==> src/rtl/ras_pkg.sv <==
package ras_pkg;
   typedef enum logic [1:0] {
      RAS_HOLD = 2'd0,
      RAS_PUSH = 2'd1,
      RAS_PULL = 2'd2
   } ras_op_e;
endpackage

==> src/rtl/ras_ctrl.sv <==
module ras_ctrl
   import ras_pkg::*;
(
   input  logic    push_en,
   input  logic    pull_en,
   output ras_op_e op
);
   // push outranks pull when both strobes arrive together
   always_comb begin
      if (push_en)      op = RAS_PUSH;
      else if (pull_en) op = RAS_PULL;
      else              op = RAS_HOLD;
   end
endmodule

==> src/rtl/ras_cell.sv <==
module ras_cell
   import ras_pkg::*;
#(
   parameter int W = 16
) (
   input  logic         clk,
   input  logic         rst,
   input  ras_op_e      op,
   input  logic [W-1:0] from_above,
   input  logic [W-1:0] from_below,
   output logic [W-1:0] q
);
   initial begin
      if (W < 2) $error("ras_cell: W must be at least 2");
   end

   always_ff @(posedge clk) begin
      if (rst) begin
         q <= '0;
      end else begin
         unique case (op)
            RAS_PUSH: q <= from_above;
            RAS_PULL: q <= from_below;
            default:  q <= q;
         endcase
      end
   end
endmodule

==> src/rtl/ras_outreg.sv <==
module ras_outreg
   import ras_pkg::*;
#(
   parameter int BANK_W = 8,
   parameter int PC_W   = 8,
   localparam int EW    = BANK_W + PC_W
) (
   input  logic              clk,
   input  logic              rst,
   input  ras_op_e           op,
   input  logic [EW-1:0]     top_entry,
   output logic [BANK_W-1:0] bank_q,
   output logic [PC_W-1:0]   pc_q
);
   always_ff @(posedge clk) begin
      if (rst) begin
         bank_q <= '0;
         pc_q   <= '0;
      end else if (op == RAS_PULL) begin
         bank_q <= top_entry[EW-1:PC_W];
         pc_q   <= top_entry[PC_W-1:0];
      end
   end
endmodule

==> src/rtl/retstack_shift.sv <==
module retstack_shift
   import ras_pkg::*;
#(
   parameter int DEPTH  = 8,
   parameter int BANK_W = 8,
   parameter int PC_W   = 8
) (
   input  logic              clk,
   input  logic              rst,
   input  logic              push_en,
   input  logic [BANK_W-1:0] bank_in,
   input  logic [PC_W-1:0]   pc_in,
   input  logic              pull_en,
   output logic [BANK_W-1:0] bank_out,
   output logic [PC_W-1:0]   pc_out
);
   localparam int EW = BANK_W + PC_W;

   initial begin
      if (DEPTH < 2)   $error("retstack_shift: DEPTH must be at least 2");
      if (DEPTH > 256) $error("retstack_shift: DEPTH too large for a shift chain");
      if (BANK_W < 1 || PC_W < 1) $error("retstack_shift: field widths must be positive");
   end

   ras_op_e       op;
   logic [EW-1:0] new_entry;
   logic [EW-1:0] slot_q [DEPTH];

   assign new_entry = {bank_in, pc_in};

   ras_ctrl u_ctrl (
      .push_en (push_en),
      .pull_en (pull_en),
      .op      (op)
   );

   for (genvar i = 0; i < DEPTH; i++) begin : g_slot
      logic [EW-1:0] above_d;
      logic [EW-1:0] below_d;
      if (i == 0) begin : g_top
         assign above_d = new_entry;
      end else begin : g_mid
         assign above_d = slot_q[i-1];
      end
      if (i == DEPTH - 1) begin : g_deep
         assign below_d = '0;
      end else begin : g_link
         assign below_d = slot_q[i+1];
      end
      ras_cell #(.W(EW)) u_cell (
         .clk        (clk),
         .rst        (rst),
         .op         (op),
         .from_above (above_d),
         .from_below (below_d),
         .q          (slot_q[i])
      );
   end

   ras_outreg #(.BANK_W(BANK_W), .PC_W(PC_W)) u_out (
      .clk       (clk),
      .rst       (rst),
      .op        (op),
      .top_entry (slot_q[0]),
      .bank_q    (bank_out),
      .pc_q      (pc_out)
   );


   reset_clear_chk: assert property (@(posedge clk)
      rst |=> (slot_q[0] == '0 && slot_q[DEPTH-1] == '0 && bank_out == '0 && pc_out == '0));


   push_top_chk: assert property (@(posedge clk) disable iff (rst)
      push_en |=> slot_q[0] == $past({bank_in, pc_in}));


   push_shift_chk: assert property (@(posedge clk) disable iff (rst)
      push_en |=> slot_q[DEPTH-1] == $past(slot_q[DEPTH-2]));


   pull_load_chk: assert property (@(posedge clk) disable iff (rst)
      (pull_en && !push_en) |=> {bank_out, pc_out} == $past(slot_q[0]));


   zero_fill_chk: assert property (@(posedge clk) disable iff (rst)
      (pull_en && !push_en) |=> slot_q[DEPTH-1] == '0);


   out_hold_chk: assert property (@(posedge clk) disable iff (rst)
      !(pull_en && !push_en) |=> ($stable(bank_out) && $stable(pc_out)));
endmodule

==> config.mk <==
export PLATFORM = sky130hd
export DESIGN_NAME = retstack_shift
export DESIGN_NICKNAME = d
export VERILOG_FILES = /design/src/rtl/ras_pkg.sv /design/src/rtl/ras_ctrl.sv /design/src/rtl/ras_cell.sv /design/src/rtl/ras_outreg.sv /design/src/rtl/retstack_shift.sv
export SDC_FILE = /design/constraint.sdc
export NUM_CORES = 1
export LEC_CHECK = 0
export BUFFER_PORTS_ARGS = -buffer_cell sky130_fd_sc_hd__buf_2
export CELL_PAD_IN_SITES_DETAIL_PLACEMENT = 2
export CELL_PAD_IN_SITES_GLOBAL_PLACEMENT = 2
export CORE_MARGIN = 2
export CORE_UTILIZATION = 35
export CTS_CLUSTER_DIAMETER = 30
export DETAILED_ROUTE_END_ITERATION = 12
export PLACE_DENSITY_LB_ADDON = 0.1
export SKIP_CTS_REPAIR_TIMING = 1
export SYNTH_ARGS = -nofsm -noshare
export SYNTH_HDL_FRONTEND = slang
export SYNTH_HIERARCHICAL = 1
export SYNTH_SLANG_ARGS = --single-unit
==> constraint.sdc <==
create_clock -name clk -period 2 [get_ports clk]
set_input_delay 0.4 -clock clk [delete_from_list [all_inputs] [get_ports clk]]
set_output_delay 0.4 -clock clk [all_outputs]
set_load 0.02 [all_outputs]
==> run summary <==
worst hold path class -> in2reg
Post-Syn Area -> 7370 sq um
CTS Sinks -> 144
drc violations -> 0
CP Capture Type -> register
post-synthesis sequential area ratio -> 39.1%
Slowest cell on crit path -> ha_1
P_sw -> 0.00217 W
ant diodes -> 0
CTS max path bufs -> 2
GRT overflow -> 0
Placement Cell Area -> 7900 sq um
power density over cell area -> 948 nW/um^2
power share of the sequential group -> 42.0%
Fin. Hold Viols -> 0
H-tree depth -> 4
unrepaired setup endpoints after global routing -> no
Wirelength per Cell -> 19.5 um
Num CTS Buffers -> 17
clock share of power -> 42.1%
r2r startpoint -> g_slot[2].u_cell/q[15]
Post-Route WL -> 19.4 mm
vias per cell -> 5.12
Sw Ratio -> 26.8%
slowest stage delay, CP -> 0.48 ns
via count -> 5086
total track usage -> 18.6%
Die Y-Extent -> 149 um
Setup CP Type -> in2reg
Fin Hold WS -> 0.333 ns
crit share post-route -> 80.4%
Final Non-Filler Cells -> 993
Max IR drop VDD -> 542 uV
fin nets -> 734
Max FO, Critical Path -> 17
CP startpoint kind -> primary input
largest net degree at the start of global routing -> 70
vias in the first global route -> 5885
R2R Path End -> g_slot[1].u_cell/q[15]
Placed Cells -> 962
Pint -> 0.00592 W
Distinct cells, synth -> 20
antenna violations before repair -> 0
post-placement worst setup slack -> -0.0823 ns
critical path's top delay family -> buffers and inverters
run status -> finished, final reports clean
root buf cell -> clkbuf_16
Port Buffers -> 35
final-report max-slew violation count -> 0
slack of the worst reg-to-reg path -> 1.13 ns
area delta synth->final -> 15.7%
Worst Hold Path EP -> g_slot[0].u_cell/q[14]
Required @ worst endpoint -> 2.32 ns
row cnt -> 53
CTS tree -> done
DIE AREA -> 22200 sq um
router iterations before antenna repair -> 4
fmax -> 0.622 GHz
final clock skew -> 0.0104 ns
max_slew headroom -> 58.4%
Final min period -> 1.61 ns
Post-DP HPWL -> 14.1 mm
min-delay src -> bank_in[6]
antenna viol nets, final -> 0
Gate power share -> 15.9%
number of buffers and inverters on the critical path -> 3
Ports -> 36
reg2reg path depth -> 2
Die X -> 149 um
final worst setup slack -> 0.391 ns
Worst Max-Slew Pin Slew -> 0.625 ns
arrival time worst endpoint -> 1.92 ns
final RePlAce weighted congestion -> 0.701
setup violators final -> 0
P_leak -> 2.99 nW
share of cells above drive strength 1 -> 26.6%
syn_area_per_cell -> 11.2 sq um
Initial Utilization -> 35.4%
post-route cell area -> 8530 sq um
first-pass GRT wire length -> 32.4 mm
hold depth -> 3
initial drt markers -> 153
Fillers -> 2177
Synth Instances -> 658
Synth Warn # -> 6
Worst-path clk slew -> 0.06 ns
Max Cap Viol -> 0
CP Cell Sequence -> buf_2, nor2b_4, ha_1, inv_1, buf_12, a211oi_1
core area -> 20800 sq um
clk_lat worst skew -> 0.42 ns
FF+latch count, synth -> 144
-- kinds of logic after synthesis --
kind of cell | synth area share [%]
adders and majority gates | 1.36
other | 0.0509
and+or+nand+nor | 15.0
muxes | 17.4
AOI/OAI and AO/OA | 20.1
buffers and inverters | 7.03
DFF | 39.1
-- placed cells by master (no fill, tap or decap), types with 17 or more instances in the layout --
master	count
dfxtp_1	144
mux2i_1	128
nor2b_1	128
a211oi_2	80
a211oi_1	48
buf_2	34
buf_4	22
clkbuf_16	17
-- worst min-delay path: stages --
cell	delay, ns
buf_2	0.09
mux2i_1	0.12
a211oi_1	0.08
-- sequential cells by signal, summed over array words and instances, names as in the netlist --
name and count:
u_out/bank_q 8, u_out/pc_q 8, g_slot.u_cell/q 128
-- Yosys cell counts --
library cell / count / area, sq um
buf_1: 8 / 30.0
conb_1: 1 / 3.75
buf_6: 8 / 90.1
ha_1: 8 / 100
inv_1: 16 / 60.1
and2b_4: 1 / 10.0
buf_4: 9 / 67.6
a211oi_1: 48 / 360
buf_12: 9 / 180
mux2i_1: 128 / 1280
dfxtp_1: 144 / 2880
buf_2: 9 / 45.0
nand2b_1: 16 / 100
a211oi_2: 80 / 1000
clkbuf_1: 12 / 45.0
o21ai_0: 6 / 30.0
o21ai_2: 10 / 87.6
nor2b_4: 1 / 13.8
nand4bb_1: 16 / 180
nor2b_1: 128 / 801
-- stage by stage --
stage	utilization, %	TNS, ns	power (W)
floorplan	-	0	0.00436
global placement	37.9	0	0.00466
detailed placement	37.9	-0.113	0.00475
CTS	41.0	0	0.00822
global route	41.0	0	0.00851
finish	41.0	0	0.00809
-- worst max path at each step --
stage / from / end / slack, ns / depth (start not counted)
6_report: push_en / g_slot[7].u_cell/q[12] / 0.39 / 6
2_1_floorplan: pull_en / g_slot[0].u_cell/q[10] / 0.43 / 5
3_3_place_gp: push_en / g_slot[7].u_cell/q[0] / 0.12 / 6
3_5_place_dp: push_en / g_slot[7].u_cell/q[12] / -0.08 / 6
4_1_cts: push_en / g_slot[7].u_cell/q[12] / 0.35 / 6
5_1_grt: push_en / g_slot[7].u_cell/q[12] / 0.25 / 6
-- final cells by class --
cell class / instances / area (sq um) / share of cell area (%)
Timing Repair Buffer: 69 / 587 / 6.88
Clock inverter: 10 / 159 / 1.86
Tap cell: 275 / 344 / 4.03
Clock buffer: 21 / 470 / 5.52
Multi-Input combinational cell: 458 / 4030 / 47.2
Inverter: 16 / 60.1 / 0.704
Sequential cell: 144 / 2880 / 33.8
-- metal layers --
metal	up-vias	GRT usage (%)	wire (um)
li1	2463	-	-
met1	2585	22.0	8500
met2	27	34.2	10400
met3	11	3.64	278
met4	0	4.71	184
met5	-	0	0
-- power by group through the flow --
stage               logic, W  registers [W]  clock network [W]
global placement     0.00120        0.00346                  0
floorplan            0.00100        0.00335                  0
finish               0.00129        0.00340            0.00340
global route         0.00142        0.00343            0.00365
detailed placement   0.00129        0.00347                  0
CTS                  0.00131        0.00341            0.00350
(Power assumes the default switching activity.)
